**src/rtl/desc_ring_pkg.sv**
```systemverilog
package desc_ring_pkg;

  // Each descriptor slot occupies 32 bytes; ring size is written as count << 3
  localparam int DESC_SHIFT  = 5;
  localparam int DEPTH_SHIFT = 3;

  // Unlock register bit positions (decoded by the control module)
  localparam int UNLOCK_HWPTR_BIT = 0;
  localparam int UNLOCK_DEPTH_BIT = 1;
  localparam int UNLOCK_BASE_BIT  = 2;

  typedef enum logic [2:0] {
    RS_UNLOCK = 3'd0,
    RS_BASE   = 3'd1,
    RS_DEPTH  = 3'd2,
    RS_SWPTR  = 3'd3,
    RS_HWPTR  = 3'd4,
    RS_AETH   = 3'd5,
    RS_AFTH   = 3'd6,
    RS_NONE   = 3'd7
  } reg_sel_e;

  // Strobes from control to datapath
  typedef struct packed {
    logic ldBase;
    logic ldDepth;
    logic ldSwPtr;
    logic ldHwPtr;
    logic ldAeTh;
    logic ldAfTh;
    logic advHw;
  } ring_strobe_t;

endpackage

```
**src/rtl/desc_ring_ctrl.sv**
```systemverilog
module desc_ring_ctrl
  import desc_ring_pkg::*;
#(
  parameter int MAX_DEPTH   = 1024,
  parameter bit SW_PRODUCER = 1'b1
) (
  input  logic                         clk,
  input  logic                         rstN,
  input  logic                         regWr,
  input  reg_sel_e                     regSel,
  input  logic [31:0]                  regWdata,
  input  logic                         engAdv,
  input  logic                         ringEmpty,
  input  logic                         ringFull,
  output ring_strobe_t                 stb,
  output logic [$clog2(MAX_DEPTH)-1:0] depthMaskNew,
  output logic [2:0]                   unlockBits
);

  localparam int IDX_W = $clog2(MAX_DEPTH);
  localparam int CNT_W = 32 - DEPTH_SHIFT;
  localparam logic [CNT_W-1:0] MAX_CNT = CNT_W'(MAX_DEPTH);

  logic [2:0]       unlockQ;
  logic [CNT_W-1:0] cntReq;
  logic             cntPow2;
  logic             depthOk;
  logic             engOk;

  always_ff @(posedge clk) begin
    if (!rstN) begin
      unlockQ <= '0;
    end else if (regWr && regSel == RS_UNLOCK) begin
      unlockQ <= regWdata[2:0];
    end
  end

  assign unlockBits = unlockQ;

  // Ring-size validation: power of two between 2 and MAX_DEPTH
  assign cntReq       = regWdata[31:DEPTH_SHIFT];
  assign cntPow2      = (cntReq & (cntReq - 1'b1)) == '0;
  assign depthOk      = cntPow2 && (cntReq >= CNT_W'(2)) && (cntReq <= MAX_CNT);
  assign depthMaskNew = cntReq[IDX_W-1:0] - 1'b1;

  // Which condition blocks the engine depends on the ring's direction
  generate
    if (SW_PRODUCER) begin : g_eng_consumes
      assign engOk = !ringEmpty;
    end else begin : g_eng_produces
      assign engOk = !ringFull;
    end
  endgenerate

  always_comb begin
    stb = '0;
    if (regWr) begin
      unique case (regSel)
        RS_BASE:  stb.ldBase  = unlockQ[UNLOCK_BASE_BIT];
        RS_DEPTH: stb.ldDepth = unlockQ[UNLOCK_DEPTH_BIT] && depthOk;
        RS_SWPTR: stb.ldSwPtr = 1'b1;
        RS_HWPTR: stb.ldHwPtr = unlockQ[UNLOCK_HWPTR_BIT];
        RS_AETH:  stb.ldAeTh  = 1'b1;
        RS_AFTH:  stb.ldAfTh  = 1'b1;
        default:  ;
      endcase
    end
    stb.advHw = engAdv && engOk && !stb.ldHwPtr && !stb.ldDepth;
  end

endmodule

```
**src/rtl/desc_ring_dp.sv**
```systemverilog
module desc_ring_dp
  import desc_ring_pkg::*;
#(
  parameter int MAX_DEPTH   = 1024,
  parameter int ADDR_W      = 32,
  parameter bit SW_PRODUCER = 1'b1
) (
  input  logic                                    clk,
  input  logic                                    rstN,
  input  ring_strobe_t                            stb,
  input  logic [31:0]                             regWdata,
  input  logic [$clog2(MAX_DEPTH)-1:0]            depthMaskNew,
  output logic [$clog2(MAX_DEPTH)+DESC_SHIFT-1:0] prodOff,
  output logic [$clog2(MAX_DEPTH)+DESC_SHIFT-1:0] consOff,
  output logic [$clog2(MAX_DEPTH)-1:0]            fillCount,
  output logic                                    isEmpty,
  output logic                                    isFull,
  output logic                                    nearEmpty,
  output logic                                    nearFull,
  output logic [ADDR_W-1:0]                       descAddr
);

  localparam int IDX_W = $clog2(MAX_DEPTH);
  localparam int OFF_W = IDX_W + DESC_SHIFT;
  localparam logic [IDX_W-1:0] RST_MASK = IDX_W'(MAX_DEPTH - 1);

  logic [ADDR_W-1:0] baseQ;
  logic [IDX_W-1:0]  maskQ;
  logic [IDX_W-1:0]  wrIdxQ;
  logic [IDX_W-1:0]  rdIdxQ;
  logic [IDX_W-1:0]  aeThQ;
  logic [IDX_W-1:0]  afThQ;
  logic [IDX_W-1:0]  ptrIdx;
  logic [IDX_W-1:0]  hwIdx;

  assign ptrIdx = regWdata[DESC_SHIFT +: IDX_W] & maskQ;

  always_ff @(posedge clk) begin
    if (!rstN) begin
      baseQ <= '0;
      maskQ <= RST_MASK;
      aeThQ <= '0;
      afThQ <= RST_MASK;
    end else begin
      if (stb.ldBase)  baseQ <= regWdata[ADDR_W-1:0];
      if (stb.ldDepth) maskQ <= depthMaskNew;
      if (stb.ldAeTh)  aeThQ <= regWdata[IDX_W-1:0];
      if (stb.ldAfTh)  afThQ <= regWdata[IDX_W-1:0];
    end
  end

  // Ownership of the two indices follows the ring direction
  generate
    if (SW_PRODUCER) begin : g_sw_owns_wr
      always_ff @(posedge clk) begin
        if (!rstN || stb.ldDepth) begin
          wrIdxQ <= '0;
          rdIdxQ <= '0;
        end else begin
          if (stb.ldSwPtr) wrIdxQ <= ptrIdx;
          if (stb.ldHwPtr)     rdIdxQ <= ptrIdx;
          else if (stb.advHw)  rdIdxQ <= (rdIdxQ + 1'b1) & maskQ;
        end
      end
      assign hwIdx = rdIdxQ;
    end else begin : g_sw_owns_rd
      always_ff @(posedge clk) begin
        if (!rstN || stb.ldDepth) begin
          wrIdxQ <= '0;
          rdIdxQ <= '0;
        end else begin
          if (stb.ldSwPtr) rdIdxQ <= ptrIdx;
          if (stb.ldHwPtr)     wrIdxQ <= ptrIdx;
          else if (stb.advHw)  wrIdxQ <= (wrIdxQ + 1'b1) & maskQ;
        end
      end
      assign hwIdx = wrIdxQ;
    end
  endgenerate

  assign fillCount = (wrIdxQ - rdIdxQ) & maskQ;
  assign isEmpty   = fillCount == '0;
  assign isFull    = fillCount == maskQ;
  assign nearEmpty = fillCount <= aeThQ;
  assign nearFull  = fillCount >= afThQ;

  assign prodOff  = {wrIdxQ, {DESC_SHIFT{1'b0}}};
  assign consOff  = {rdIdxQ, {DESC_SHIFT{1'b0}}};
  assign descAddr = baseQ + ADDR_W'({hwIdx, {DESC_SHIFT{1'b0}}});

endmodule

```
**src/rtl/desc_ring_top.sv**
```systemverilog
module desc_ring_top
  import desc_ring_pkg::*;
#(
  parameter int MAX_DEPTH   = 1024,
  parameter int ADDR_W      = 32,
  parameter bit SW_PRODUCER = 1'b1
) (
  input  logic                                    clk,
  input  logic                                    rstN,
  input  logic                                    regWr,
  input  logic [2:0]                              regSel,
  input  logic [31:0]                             regWdata,
  input  logic                                    engAdv,
  output logic [$clog2(MAX_DEPTH)+DESC_SHIFT-1:0] prodOff,
  output logic [$clog2(MAX_DEPTH)+DESC_SHIFT-1:0] consOff,
  output logic [$clog2(MAX_DEPTH)-1:0]            fillCount,
  output logic                                    isEmpty,
  output logic                                    isFull,
  output logic                                    nearEmpty,
  output logic                                    nearFull,
  output logic [ADDR_W-1:0]                       descAddr
);

  localparam int IDX_W = $clog2(MAX_DEPTH);

  ring_strobe_t     stb;
  logic [IDX_W-1:0] depthMaskNew;
  logic [2:0]       unlockBits;

  desc_ring_ctrl #(
    .MAX_DEPTH  (MAX_DEPTH),
    .SW_PRODUCER(SW_PRODUCER)
  ) u_ctrl (
    .clk         (clk),
    .rstN        (rstN),
    .regWr       (regWr),
    .regSel      (reg_sel_e'(regSel)),
    .regWdata    (regWdata),
    .engAdv      (engAdv),
    .ringEmpty   (isEmpty),
    .ringFull    (isFull),
    .stb         (stb),
    .depthMaskNew(depthMaskNew),
    .unlockBits  (unlockBits)
  );

  desc_ring_dp #(
    .MAX_DEPTH  (MAX_DEPTH),
    .ADDR_W     (ADDR_W),
    .SW_PRODUCER(SW_PRODUCER)
  ) u_dp (
    .clk         (clk),
    .rstN        (rstN),
    .stb         (stb),
    .regWdata    (regWdata),
    .depthMaskNew(depthMaskNew),
    .prodOff     (prodOff),
    .consOff     (consOff),
    .fillCount   (fillCount),
    .isEmpty     (isEmpty),
    .isFull      (isFull),
    .nearEmpty   (nearEmpty),
    .nearFull    (nearFull),
    .descAddr    (descAddr)
  );

endmodule

```
**config.mk**
```make
export PLATFORM = sky130hd
export DESIGN_NAME = desc_ring_top
export DESIGN_NICKNAME = d
export VERILOG_FILES = /design/src/rtl/desc_ring_pkg.sv /design/src/rtl/desc_ring_ctrl.sv /design/src/rtl/desc_ring_dp.sv /design/src/rtl/desc_ring_top.sv
export SDC_FILE = /design/constraint.sdc
export NUM_CORES = 1
export LEC_CHECK = 0
export BUFFER_PORTS_ARGS = -buffer_cell sky130_fd_sc_hd__buf_2
export CAP_MARGIN = 20
export CELL_PAD_IN_SITES_DETAIL_PLACEMENT = 0
export CELL_PAD_IN_SITES_GLOBAL_PLACEMENT = 1
export CORE_MARGIN = 4
export CORE_UTILIZATION = 37
export DETAILED_ROUTE_END_ITERATION = 8
export GPL_TIMING_DRIVEN = 0
export PLACE_DENSITY_LB_ADDON = 0.08
export SYNTH_ARGS = -nofsm -noshare
export SYNTH_HDL_FRONTEND = slang
export SYNTH_SLANG_ARGS = --single-unit
```
**constraint.sdc**
```tcl
create_clock -name clk -period 3.08 [get_ports clk]
set_input_delay 0.308 -clock clk [delete_from_list [all_inputs] [get_ports clk]]
set_output_delay 0.308 -clock clk [all_outputs]
set_load 0.005 [all_outputs]
```
### Word-level counts from Yosys, hierarchy flattened

Index checks and enable logic that the tools add are counted.

| word-level totals | value |
|---|---|
| bits of input ports | 39 |
| bits in registers | 85 |
| logic and storage cells | 52 |

| operators by class | value |
|---|---|
| magnitude comparators | 4 |
| reductions and logical operators | 16 |
| add/subtract/negate cells | 5 |
| muxes and demuxes | 9 |
| bitwise operators | 4 |
| equal/unequal tests | 7 |

Operators with widths:

| kind | count |
|---|---|
| 32-bit by 15-bit adder with 32-bit output | 1 |
| 10-bit AND | 3 |
| 29-bit AND | 1 |
| 29-bit by 2-bit >= comparator with 1-bit output, second input constant | 1 |
| 29-bit by 11-bit less-or-equal comparator with 1-bit output, second input constant | 1 |
| 29-bit logical NOT | 1 |
| 29-bit by 1-bit subtractor with 29-bit output, second input constant | 1 |
| 10-bit two-way mux | 2 |
| 10-bit by 1-bit adder with 10-bit output, second input constant | 1 |
| 10-bit == test | 1 |
| 10-bit >= comparator | 1 |
| 10-bit less-or-equal comparator | 1 |
| 10-bit logical NOT | 1 |
| 10-bit by 1-bit subtractor with 10-bit output, second input constant | 1 |
| 10-bit subtractor | 1 |
| 3-bit == test, second input constant | 3 |
| 1-bit logical AND | 7 |
| 3-bit by 2-bit == test with 1-bit output, second input constant | 2 |
| 1-bit two-way mux | 6 |
| 6-bit two-way mux | 1 |
| 1-bit logical NOT | 4 |
| 3-bit by 1-bit == test with 1-bit output, second input constant | 1 |
| 3-bit logical NOT | 1 |
| 2-bit nonzero test | 1 |
| 1-bit logical OR | 1 |

### Longest topological paths before layout

Gate-level depths: netlist of the first run.

| depth | value |
|---|---|
| depth in word-level cells | 13 |
| depth in mapped cells | 15 |
| mapped depth without buffers | 14 |

### By module

A second synthesis of the first run with hierarchy kept.

| second synthesis, totals | value |
|---|---|
| cell total of the unflattened synthesis | 677 |
| area, all modules | 5,830.6 µm² |

By module, submodules not included:

| module | area each (µm²) | cells an instance | times used |
|---|---|---|---|
| desc_ring_dp | 5,256.3 | 605 | 1 |
| desc_ring_ctrl | 574.3 | 72 | 1 |

### Least setup slack after synthesis of the first run

No wires, ideal clock.

| timing | value |
|---|---|
| kind | register -> register |
| from | register u_dp.rdIdxQ[0], in the netlist u_dp.hwIdx[0] |
| to | register u_dp.rdIdxQ[4], in the netlist u_dp.hwIdx[4] |
| path slack | -0.080 ns |
| arrival | 3.072 ns |
| cell stages (with the launch flop) | 13 |
| clock period less this slack | 3.160 ns |
| cell sequence | dfxtp_1 ha_1 inv_1 fa_1 xor2_1 and2_4 or3_1 a211o_1 a2111o_1 o311ai_4 buf_6 o21ai_2 a311oi_2 |

| on the way | value |
|---|---|
| cells in the longest elaborated chain, start to end | 8 |
| elaborated cells on any way between the ends | 12 |
| classes of those cells | add/sub (2); mux (2); bitwise (2); reduce/logical (6) |

RTL lines:

| item | line | text |
|---|---|---|
| start, declared | desc_ring_dp.sv:30 | `logic [IDX_W-1:0] rdIdxQ;` |
| start signal, assigned | desc_ring_dp.sv:61 | `if (stb.ldHwPtr) rdIdxQ <= ptrIdx;` |
| start signal, assigned | desc_ring_dp.sv:62 | `else if (stb.advHw) rdIdxQ <= (rdIdxQ + 1'b1) & maskQ;` |
| 10-bit subtractor | desc_ring_dp.sv:81 | `assign fillCount = (wrIdxQ - rdIdxQ) & maskQ;` |
| 10-bit AND | desc_ring_dp.sv:81 |  |
| named net fillCount[2] | desc_ring_top.sv:16 | `output logic [$clog2(MAX_DEPTH)-1:0] fillCount,` |
| 10-bit logical NOT | desc_ring_dp.sv:82 | `assign isEmpty = fillCount == '0;` |
| 1-bit logical NOT | desc_ring_ctrl.sv:49 | `assign engOk = !ringEmpty;` |
| 1-bit logical AND (3 in a row) | desc_ring_ctrl.sv:68 | `stb.advHw = engAdv && engOk && !stb.ldHwPtr && !stb.ldDepth;` |
| 2-bit nonzero test (no source line) | - |  |

The timed path passes the listed nets, and every way through them passes these cells. The select of a mux whose other input is x is not followed.
A chain may end at the register's enable or synchronous reset.

### Worst setup path after layout of the first run

| timing | value |
|---|---|
| from | register u_dp.rdIdxQ[1], in the netlist u_dp.hwIdx[1] |
| to | output nearEmpty |

| on the way | value |
|---|---|
| cells in the longest elaborated chain, start to end | 3 |

RTL lines:

| item | line | text |
|---|---|---|
| 10-bit subtractor | desc_ring_dp.sv:81 |  |
| 10-bit AND | desc_ring_dp.sv:81 |  |
| 10-bit less-or-equal comparator | desc_ring_dp.sv:84 | `assign nearEmpty = fillCount <= aeThQ;` |
| end, declared | desc_ring_top.sv:19 | `output logic nearEmpty,` |

No other way between the ends.

==> key figures, run 1 <==
Detailed routing
  • Drt first pass iters: 4
  • Vias per cell: between 5 and 6
  • DRT antenna net count: 0
  • Post-DR wirelength/cell: 17.5 um
  • Initial drt markers: roughly 370
  • Vias after detailed routing: 5713
  • DRT Wirelength: approximately 19000 um
  • DRC viols: 0

Synth
  • Synth top area share: between 20 and 30%
  • Most numerous cell in the Yosys netlist: nand2_1
  • Seq cells post-synth: 85
  • Mapped Area: 5740 um^2
  • Synth top cells by count: 144 x nand2_1, 85 x dfxtp_1, 52 x inv_1
  • Mapped Cells: roughly 730
  • Post-synth EDFFs: 0
  • Warnings from Yosys: 0
  • Post-synthesis sequential area ratio: slightly below 30%
  • Cell variety after synth: 65
  • Fraction of registers with async set/reset: 0%
  • Dominant cells by area after synthesis: dfxtp_1 30%, ha_1 11%, nand2_1 9.4%
  • Synthesized area per cell: roughly 7.9 um^2
  • Yosys top cell by area: dfxtp_1
  • Main synth FF type: dfxtp_1

GRT
  • Vias in the first global route: about 5.5k
  • Largest net degree at the start of global routing: 14
  • First-pass GRT wire length: 30000 um
  • GRT met1 Usage: 28.5%
  • GRT Total Usage: a little over a fifth
  • Initial antenna violation count: 0
  • Grt met2 use: between 30% and 40%
  • M3 GR Usage: under 10%
  • Total congestion overflow: 0
  • Global route hottest layer: met2

Clock tree
  • CTS tree: done
  • Sink Count: 85
  • Worst-path clk slew: approximately 70 ps
  • Clock root buffer master: clkbuf_16
  • Num CTS Buffers: 9
  • Worst-case clock buffer depth: 2
  • H-tree lvl count: 3
  • Worst-Skew Late Latency: 350 ps

Die
  • IO Pins: roughly 120
  • Vertical die dimension: between 100 and 150 um
  • Die footprint: around 18000 um^2
  • CORE AREA: 15200 um^2
  • Initial Utilization: between 30% and 40%
  • Die Width: approximately 130 um
  • Std-Cell Rows: between 40 and 50

Timing
  • Final setup fails: 27
  • Fin. Hold Viols: 0
  • Final worst slack: -442 ps
  • Worst slew pin tran: approximately 760 ps
  • Period utilisation layout: 114%
  • WHS: about 210 ps
  • Final Slew Violations: 0
  • Clock skew: between 6 and 7 ps
  • RSZ-0062 raised after global routing: true
  • Setup total negative slack: -6290 ps
  • Slew headroom: 48.9%
  • Peak Freq: approximately 280 MHz
  • Minimum clock period: roughly 3500 ps

Cells and area
  • Post-layout util: a little over 50%
  • Non-filler cells, final: 1091
  • Footprint of the multi-input gates: 4000 um^2
  • Reg area: between 1500 and 2000 um^2
  • Area Overhead vs Synth: 33.1%
  • Layout cells sized above 1: 28.7%
  • Antenna fix cells: 0
  • # nets final: 989
  • Fill count: about 1.5k

Placement
  • GPL Wtd Cong: between 0.8 and 0.9
  • Placed cells: roughly 1.0k
  • Port-buffer cells: 104
  • DPL Wire Length: 14500 um

Pwr
  • Switching Share: 27.4%
  • Pwr dens: 424 nW/um^2
  • Max VDD drop: approximately 0.00028 V
  • Leak pwr: about 3.4 nW
  • Sw power: roughly 0.89 mW
  • Internal Pwr Total: between 2 and 2.5 mW
  • Power consumption: 3.24 mW
  • Logic gate share of total power: between 20% and 30%
  • Clock share of power: between 40% and 50%
  • Register share of total power: between 30% and 40%

Flow run
  • Max-Cap Viols: 0

Outcome
  • Status: complete, but fails checks
  • Failing checks: setup timing

Worst setup path
  • Critical-path maximum fanout: 3
  • Worst setup SP type: flip-flop
  • Critical path capture point type: output pin
  • CP required: about 2800 ps
  • R2R cell count: 13
  • WS Path Type: flip-flop to output pin
  • WP data arrival: approximately 3200 ps

Worst hold path
  • HP Class: primary input to flip-flop
  • Hold Path Cell Cnt: 3
per-layer routing:
metal | vias to the layer above | wire length (um)
met5 | - | 0
met3 | 29 | 809
met4 | 0 | 389
li1 | 2835 | -
met1 | 2714 | 8700
met2 | 135 | 9150
critical path, stage by stage (launching register included):
cell	delay [ps]
dfxtp_4	360
clkinvlp_4	170
fa_2	440
a211oi_4	270
nor2_2	130
o22ai_4	190
mux2i_4	370
ha_4	250
a21o_1	160
a21oi_2	150
nand2_1	80
o31ai_1	60
a31o_2	130
buf_2	100
sequential cells by signal (all words and copies together), names as in the netlist:
register	cells
u_dp.afThQ	10
u_ctrl.unlockBits	3
u_dp.wrIdxQ	10
u_dp.hwIdx	10
u_dp.maskQ	10
u_dp.baseQ	32
u_dp.aeThQ	10
layout make-up:
| class | count | area share [%] |
|---|---|---|
| clock buffers | 13 | 3.53 |
| flip-flops and latches | 85 | 22.4 |
| well taps | 188 | 3.08 |
| repair buffers | 149 | 11.6 |
| inverters | 53 | 2.65 |
| multi-input cells | 555 | 52.2 |
| plain buffers | 45 | 3.26 |
| clock inverters | 3 | 1.18 |
per-stage QoR:
| step | area [um^2] | setup slack (ps) |
|---|---|---|
| 2_1_floorplan | 5780 | 4.05 |
| 3_3_place_gp | 6540 | -650 |
| 3_5_place_dp | 6540 | -656 |
| 4_1_cts | 7460 | -435 |
| 5_1_grt | 7650 | -539 |
| 6_report | 7650 | -442 |
kinds of logic after synthesis:
group	share of synthesized area, %
AND/OR/NAND/NOR	24.6
AO/OA/AOI/OAI	18.3
buffers and inverters	7.84
flip-flops	29.6
adder cells (fa/ha/maj)	11.6
XOR/XNOR	5.49
multiplexers	2.44
other	0.0653
final timing paths:
kind | start | to | slack, ps
hold reg to reg | u_dp.aeThQ[2]$_SDFFE_PN0P_ | u_dp.aeThQ[2]$_SDFFE_PN0P_ | 460
setup reg to reg | u_dp.hwIdx[3]$_SDFFE_PP0P_ | u_dp.hwIdx[4]$_SDFFE_PP0P_ | -360
setup / recovery | u_dp.hwIdx[1]$_SDFFE_PP0P_ | nearEmpty | -440
hold / removal | regWdata[15] | u_dp.baseQ[15]$_SDFFE_PN0P_ | 210
power by group through the flow:
stage / logic [mW] / clock network [mW] / registers [mW]
floorplan: 0.370 / 0 / 1.15
global placement: 0.582 / 0 / 1.15
detailed placement: 0.592 / 0 / 1.15
CTS: 0.748 / 1.35 / 1.13
global route: 0.877 / 1.39 / 1.13
finish: 0.803 / 1.31 / 1.13
what timing repair did:
item | 4_1_cts | 5_1_grt
hold buffers | 0 | 0
pin swaps | 30 | 27
gates resized for setup | 61 | 31
buffers inserted | 36 | 9
setup endpoints to repair | 47 | 50
layout by cell type, fill, tap and decap left out, types with 20 or more instances in the layout:
master	count
nand3_1	32
buf_2	108
ha_1	39
a21oi_1	20
nor2_1	22
clkbuf_1	22
dfxtp_1	78
xnor2_1	24
buf_4	56
nand2_1	144
inv_1	48
a21boi_1	44
(Power assumes the default switching activity.)
==> run 2: changes to the inputs <==
--- a/config.mk
+++ b/config.mk
@@ -10,10 +10,11 @@
 export CELL_PAD_IN_SITES_DETAIL_PLACEMENT = 0
 export CELL_PAD_IN_SITES_GLOBAL_PLACEMENT = 1
 export CORE_MARGIN = 4
-export CORE_UTILIZATION = 37
+export CORE_UTILIZATION = 38
 export DETAILED_ROUTE_END_ITERATION = 8
 export GPL_TIMING_DRIVEN = 0
 export PLACE_DENSITY_LB_ADDON = 0.08
 export SYNTH_ARGS = -nofsm -noshare
 export SYNTH_HDL_FRONTEND = slang
+export SYNTH_HIERARCHICAL = 1
 export SYNTH_SLANG_ARGS = --single-unit
==> key figures, run 2 <==
Die
  • Std-Cell Rows: 45 (unchanged)
  • Initial Utilization: 38.6% (+0.85 points)
  • Die Width: 132 um (-0.55%)
  • Die footprint: 17400 um^2 (-1.1%)
  • CORE AREA: 15100 um^2 (-0.74%)
  • Vertical die dimension: 132 um (-0.55%)
  • IO Pins: 115 (unchanged)

Timing
  • Clock skew: 4.16 ps (-2.61 ps)
  • Peak Freq: 286 MHz (+0.60%)
  • WHS: 232 ps (+18.2 ps)
  • Final worst slack: -421 ps (+21.1 ps)
  • Period utilisation layout: 114% (-0.68 points)
  • Setup total negative slack: -4120 ps (+2170 ps)
  • Slew headroom: 44.4% (-4.5 points)
  • Worst slew pin tran: 833 ps (+68.9 ps)
  • Final setup fails: 13 (-52%)
  • Minimum clock period: 3500 ps (-21.1 ps)
  • RSZ-0062 raised after global routing: true
  • Final Slew Violations: 0 (unchanged)
  • Fin. Hold Viols: 0 (unchanged)

Clock tree
  • Worst-path clk slew: 60 ps (about the same)
  • Worst-Skew Late Latency: 340 ps (about the same)
  • H-tree lvl count: 3 (unchanged)
  • CTS tree: done
  • Sink Count: 85 (unchanged)
  • Post-CTS Hold Buffers: 0 (unchanged)
  • Clock root buffer master: clkbuf_16
  • Num CTS Buffers: 9 (unchanged)
  • Worst-case clock buffer depth: 2 (unchanged)

Cells and area
  • Finished Cell Area: 7520 um^2 (-1.6%)
  • Most frequent cells in the layout: 104 x buf_2, 76 x dfxtp_1, 62 x nand2_1
  • Post-layout util: 49.9% (-0.45 points)
  • Most flops, register: u_dp/baseQ
  • Most common cell after layout, fill and taps aside: buf_2
  • # nets final: 917 (-7.3%)
  • Area Overhead vs Synth: 29.0%
  • Antenna fix cells: 0 (unchanged)
  • Layout cells sized above 1: 30.4% (+1.7 points)
  • Largest register FFs: 32 (unchanged)
  • Fill count: 1505 (-1.8%)

Outcome
  • Failing checks: setup timing
  • Status: complete, but fails checks

Placement
  • Port-buffer cells: 104 (unchanged)
  • Post-DP Area: 6670 um^2 (+2.1%)
  • DPL Wire Length: 13500 um (-6.9%)
  • GPL Wtd Cong: 0.904 (+8.7%)

Synth
  • Mapped Cells: 677 (-7.4%)
  • Dominant cells by area after synthesis: dfxtp_1 29%, ha_1 11%, mux2i_1 9.3%
  • Synth top cells by count: 85 x dfxtp_1, 62 x nand2_1, 57 x inv_1
  • Post-synthesis sequential area ratio: 29.2% (-0.44 points)
  • Main synth FF type: dfxtp_1
  • Most numerous cell in the Yosys netlist: dfxtp_1
  • Cell variety after synth: 76 (+17%)
  • Mapped Area: 5830 um^2 (+1.5%)
  • Post-synth EDFFs: 0 (unchanged)
  • Synth top area share: 29.2% (-0.44 points)
  • Synthesized area per cell: 8.61 um^2 (+9.6%)
  • Seq cells post-synth: 85 (unchanged)
  • Fraction of registers with async set/reset: 0% (unchanged)
  • Warnings from Yosys: 6 (+6)
  • Yosys top cell by area: dfxtp_1

Detailed routing
  • Initial drt markers: 323 (-13%)
  • DRT Wirelength: 18300 um (-3.8%)
  • DRT antenna net count: 0 (unchanged)
  • Post-DR wirelength/cell: 18.0 um (+3.1%)
  • Drt first pass iters: 4 (unchanged)
  • Vias per cell: 5.30 (+1.3%)
  • DRC viols: 0 (unchanged)
  • Vias after detailed routing: 5398 (-5.5%)

Worst setup path
  • WS Path Type: flip-flop to output pin
  • WP data arrival: 3190 ps (-20 ps)
  • Crit Reg-Reg Endpoint: u_dp/hwIdx[6]$_SDFFE_PP0P_
  • Delay-heaviest family, CP: simple AND/OR/NAND/NOR gates
  • Buffers & Inverters on Critical Path: 3 (+1)
  • CP required: 2770 ps (about the same)
  • Slowest cell on the critical path: or3_4
  • CP cell instances: inv_2 > ha_4 > inv_2 > fa_2 > a21oi_2 > nor3_1 > or3_4 > xor2_4 > and2_4 > ha_4 > nand4_1 > nor2_2 > a21oi_2 > o211ai_1 > nand2_1 > buf_2
  • Crit path capture: nearEmpty
  • R2R cell count: 16 (+3)
  • Worst setup SP type: flip-flop
  • Worst Setup SP: u_dp/wrIdxQ[0]$_SDFFE_PP0P_
  • Worst reg-to-reg setup slack: -410 ps (-50 ps)
  • RR Startpoint: u_dp/wrIdxQ[0]$_SDFFE_PP0P_
  • Critical path capture point type: output pin
  • CP max stage delay: 410 ps (-30 ps)
  • Critical path depth in cells: 16 (+3)
  • Critical-path maximum fanout: 3 (unchanged)

Flow run
  • Max-Cap Viols: 0 (unchanged)

Pwr
  • Power consumption: 2.91 mW (-10%)
  • Pwr dens: 386 nW/um^2 (-8.9%)
  • Leak pwr: 3.28 nW (-4.0%)
  • Max VDD drop: 0.000286 V (+1.8%)

GRT
  • Largest net degree at the start of global routing: 14 (unchanged)
  • Vias in the first global route: 5311 (-4.0%)
  • Total congestion overflow: 0 (unchanged)
  • GRT Total Usage: 20.7% (-0.76 points)
  • Initial antenna violation count: 0 (unchanged)
  • First-pass GRT wire length: 28800 um (-3.8%)

Worst hold path
  • HP Class: primary input to flip-flop
[run 2: changes by cell type after synthesis, sizes merged, moves of 8 or more]
cell    delta
nand3      -9
nor2       -8
mux2i     +40
nand2     -82
a221oi     +8
nor2b     +38
a21boi    -43
[run 2: logic make-up (layout without fill, tap and decap cells)]
logic type,Yosys count,after routing,share of synthesized area (%)
buffers and inverters,96,240,7.15
AND/OR/NAND/NOR,241,241,23.7
XOR/XNOR,32,32,4.81
multiplexers,54,54,9.27
AO/OA/AOI/OAI,115,115,14.2
other,1,10,0.0643
adder cells (fa/ha/maj),53,53,11.6
flip-flops,85,85,29.2
[run 2: final cells by class]
type	count	area, um^2	area share [%]
buffer	38	220	2.93
clock buffer	13	260	3.46
clock inverter	3	20.0	0.266
inverter	58	223	2.96
multi-input combinational	505	4110	54.7
sequential	85	1720	22.9
tap	188	235	3.13
timing repair buffer	128	729	9.70
[run 2: routing by layer]
metal	GRT usage (%)	vias to the layer above	wire length, um
li1	-	2646	-
met1	27.9	2602	8550
met2	34.6	135	8860
met3	3.32	15	695
met4	5.60	0	226
met5	0	-	0
[run 2: timing repair]
item                                    4_1_cts  5_1_grt
endpoints found under the setup margin       32       45
buffers inserted                             17        6
cloned                                        0        1
resized for setup                            49       44
pin swaps                                    14       28
[run 2: power by group]
| group | internal, mW | leakage [nW] | switching, mW |
|---|---|---|---|
| logic | 0.349 | 2.46 | 0.385 |
| registers | 1.11 | 0.693 | 0.0109 |
| clock network | 0.591 | 0.132 | 0.457 |
[run 2: worst min-delay path by stage]
stage                                 from                           endpoint  depth (start not counted)
2_1_floorplan                  regWdata[9]         u_dp/afThQ[9]$_SDFFE_PN1P_                          2
3_3_place_gp   u_dp/wrIdxQ[0]$_SDFFE_PP0P_        u_dp/wrIdxQ[0]$_SDFFE_PP0P_                          2
3_5_place_dp   u_dp/wrIdxQ[0]$_SDFFE_PP0P_        u_dp/wrIdxQ[0]$_SDFFE_PP0P_                          2
4_1_cts                               rstN  u_ctrl/unlockBits[0]$_SDFFE_PN0P_                          2
5_1_grt                               rstN  u_ctrl/unlockBits[0]$_SDFFE_PN0P_                          2
6_report                              rstN  u_ctrl/unlockBits[1]$_SDFFE_PN0P_                          2
[run 2: per-stage QoR]
stage,cells,setup WS (ps)
final,1018,-421
after detailed placement,978,-826
after global placement,978,-773
after global routing,1018,-586
after CTS,1011,-391
after floorplan,686,-258
[run 2: worst register-to-register path: cells and delay by family (launching register included)]
family	cells	cell delay (ps)
XOR/XNOR	1	180
AND/OR/NAND/NOR	4	880
adder cells (fa/ha/maj)	2	490
AO/OA/AOI/OAI	6	1290
buffers and inverters	3	230
flip-flops	1	330
==> run 3: changes to the inputs <==
--- a/config.mk
+++ b/config.mk
@@ -14,6 +14,7 @@
 export DETAILED_ROUTE_END_ITERATION = 8
 export GPL_TIMING_DRIVEN = 0
 export PLACE_DENSITY_LB_ADDON = 0.08
+export SETUP_SLACK_MARGIN = 0.02
 export SYNTH_ARGS = -nofsm -noshare
 export SYNTH_HDL_FRONTEND = slang
 export SYNTH_HIERARCHICAL = 1
==> key figures, run 3 (synthesized netlist as in run 2, its figures left out) <==
Timing
  • Worst slew pin tran: 829 ps (-4.19 ps)
  • Clock skew: 4.27 ps (+0.116 ps)
  • Peak Freq: 286 MHz (about the same)
  • Fin. Hold Viols: 0 (unchanged)
  • RSZ-0062 raised after global routing: true
  • Final Slew Violations: 0 (unchanged)
  • Minimum clock period: 3500 ps (+1.22 ps)
  • WHS: 234 ps (+1.19 ps)
  • Final worst slack: -422 ps (-1.22 ps)
  • Final setup fails: 13 (unchanged)
  • Slew headroom: 44.7% (+0.28 points)
  • Period utilisation layout: 114% (about the same)

Detailed routing
  • DRC viols: 0 (unchanged)
  • Vias per cell: 5.29 (-0.24%)
  • DRT Wirelength: 18300 um (-0.16%)
  • Post-DR wirelength/cell: 18.0 um (-0.16%)
  • Vias after detailed routing: 5385 (-0.24%)
  • DRT antenna net count: 0 (unchanged)
  • Initial drt markers: 283 (-12%)
  • Drt first pass iters: 5 (+1)

Worst setup path
  • WP data arrival: 3190 ps (about the same)
  • Critical-path maximum fanout: 3 (unchanged)
  • Worst setup SP type: flip-flop
  • CP required: 2770 ps (about the same)
  • Critical path capture point type: output pin
  • Worst reg-to-reg setup slack: -410 ps (about the same)
  • WS Path Type: flip-flop to output pin

Clock tree
  • Sink Count: 85 (unchanged)
  • Num CTS Buffers: 9 (unchanged)
  • Worst-case clock buffer depth: 2 (unchanged)
  • H-tree lvl count: 3 (unchanged)
  • Worst-Skew Late Latency: 340 ps (about the same)
  • CTS tree: done
  • Post-CTS Hold Buffers: 0 (unchanged)
  • Clock root buffer master: clkbuf_16
  • Worst-path clk slew: 60 ps (about the same)

Cells and area
  • Layout cells sized above 1: 30.5% (+0.12 points)
  • Most frequent cells in the layout: 105 x buf_2, 76 x dfxtp_1, 62 x nand2_1
  • Largest register FFs: 32 (unchanged)
  • Antenna fix cells: 0 (unchanged)
  • # nets final: 917 (unchanged)
  • Most flops, register: u_dp/baseQ
  • Most common cell after layout, fill and taps aside: buf_2
  • Area Overhead vs Synth: 29.2%
  • Fill count: 1507 (+0.13%)

Die
  • Die Width: 132 um (unchanged)
  • Die footprint: 17400 um^2 (unchanged)
  • Vertical die dimension: 132 um (unchanged)
  • Std-Cell Rows: 45 (unchanged)
  • CORE AREA: 15100 um^2 (unchanged)
  • Initial Utilization: 38.6% (unchanged)
  • IO Pins: 115 (unchanged)

Pwr
  • Switching Share: 29.4% (about the same)
  • Register share of total power: 38.7% (about the same)
  • Logic gate share of total power: 25.3% (about the same)
  • Sw power: 0.853 mW (about the same)
  • Leak pwr: 3.29 nW (about the same)
  • Internal Pwr Total: 2.05 mW (about the same)
  • Max VDD drop: 0.000286 V (about the same)
  • Pwr dens: 386 nW/um^2 (-0.19%)
  • Clock share of power: 36.0% (about the same)

GRT
  • GRT Total Usage: 20.7% (unchanged)
  • Initial antenna violation count: 0 (unchanged)
  • Vias in the first global route: 5311 (unchanged)
  • First-pass GRT wire length: 28800 um (unchanged)
  • Largest net degree at the start of global routing: 14 (unchanged)
  • Total congestion overflow: 0 (unchanged)

Placement
  • Pre-CTS setup slack: -826 ps (unchanged)
  • GPL Wtd Cong: 0.904 (unchanged)
  • DPL Wire Length: 13500 um (unchanged)
  • Port-buffer cells: 104 (unchanged)

Outcome
  • Failing checks: setup timing
  • Status: complete, but fails checks

Flow run
  • Max-Cap Viols: 0 (unchanged)

Worst hold path
  • HP Class: primary input to flip-flop
==> run 3: final timing paths <==
check,endpoint,from,cells after the start
setup / recovery,nearEmpty,u_dp/wrIdxQ[0]$_SDFFE_PP0P_,16
hold / removal,u_ctrl/unlockBits[1]$_SDFFE_PN0P_,rstN,2
setup reg to reg,u_dp/hwIdx[6]$_SDFFE_PP0P_,u_dp/wrIdxQ[0]$_SDFFE_PP0P_,16
hold reg to reg,u_dp/wrIdxQ[0]$_SDFFE_PP0P_,u_dp/wrIdxQ[0]$_SDFFE_PP0P_,2
==> run 3: what timing repair did <==
| item | CTS | global route |
|---|---|---|
| setup endpoints to repair | 32 | 45 |
| gates resized for setup | 49 | 47 |
| gates cloned | 0 | 1 |
| buffers inserted | 17 | 6 |
| pin swaps | 15 | 30 |
==> run 3: area by class of cell <==
| class | instances | area, um^2 | area share [%] |
|---|---|---|---|
| Multi-Input combinational cell | 505 | 4130 | 54.7 |
| Sequential cell | 85 | 1720 | 22.9 |
| Timing Repair Buffer | 128 | 729 | 9.68 |
| Clock buffer | 13 | 260 | 3.45 |
| Tap cell | 188 | 235 | 3.12 |
| Inverter | 58 | 223 | 2.96 |
| Buffer | 38 | 220 | 2.92 |
| Clock inverter | 3 | 20.0 | 0.266 |
==> run 3: critical path, cell delays in order, from the launching register on <==
cell and delay [ps]:
dfxtp_2 330, inv_2 70, ha_4 130, inv_2 30, fa_2 350, a21oi_2 170
nor3_1 70, or3_4 410, xor2_4 170, and2_4 190, ha_4 250, nand4_1 130
nor2_2 170, a21oi_2 60, o211ai_1 90, nand2_1 80, buf_2 130
==> run 3: power by group through the flow <==
stage | combinational [mW] | sequential [mW] | clock (mW)
after global routing | 0.810 | 1.12 | 1.12
after floorplan | 0.364 | 1.15 | 0
after global placement | 0.572 | 1.16 | 0
final | 0.735 | 1.12 | 1.05
after detailed placement | 0.579 | 1.16 | 0
after CTS | 0.694 | 1.12 | 1.07
==> run 3: layer usage <==
| metal | up-vias | global-route usage (%) | share of wire, % |
|---|---|---|---|
| met5 | - | 0 | 0 |
| met4 | 0 | 5.60 | 1.2 |
| met3 | 15 | 3.32 | 4.2 |
| met2 | 142 | 34.6 | 48 |
| li1 | 2648 | - | - |
| met1 | 2580 | 27.9 | 46 |
==> run 3: metrics by stage <==
stage               std cells  utilization (%)  area [um^2]  setup TNS, ps  power (mW)
floorplan                 686                -         5920          -2020        1.52
global placement          978             44.2         6670         -15110        1.73
detailed placement        978             44.2         6670         -16410        1.74
CTS                      1011             48.1         7260          -4200        2.89
global route             1018             49.9         7540          -6310        3.06
finish                   1018             49.9         7540          -4140        2.91
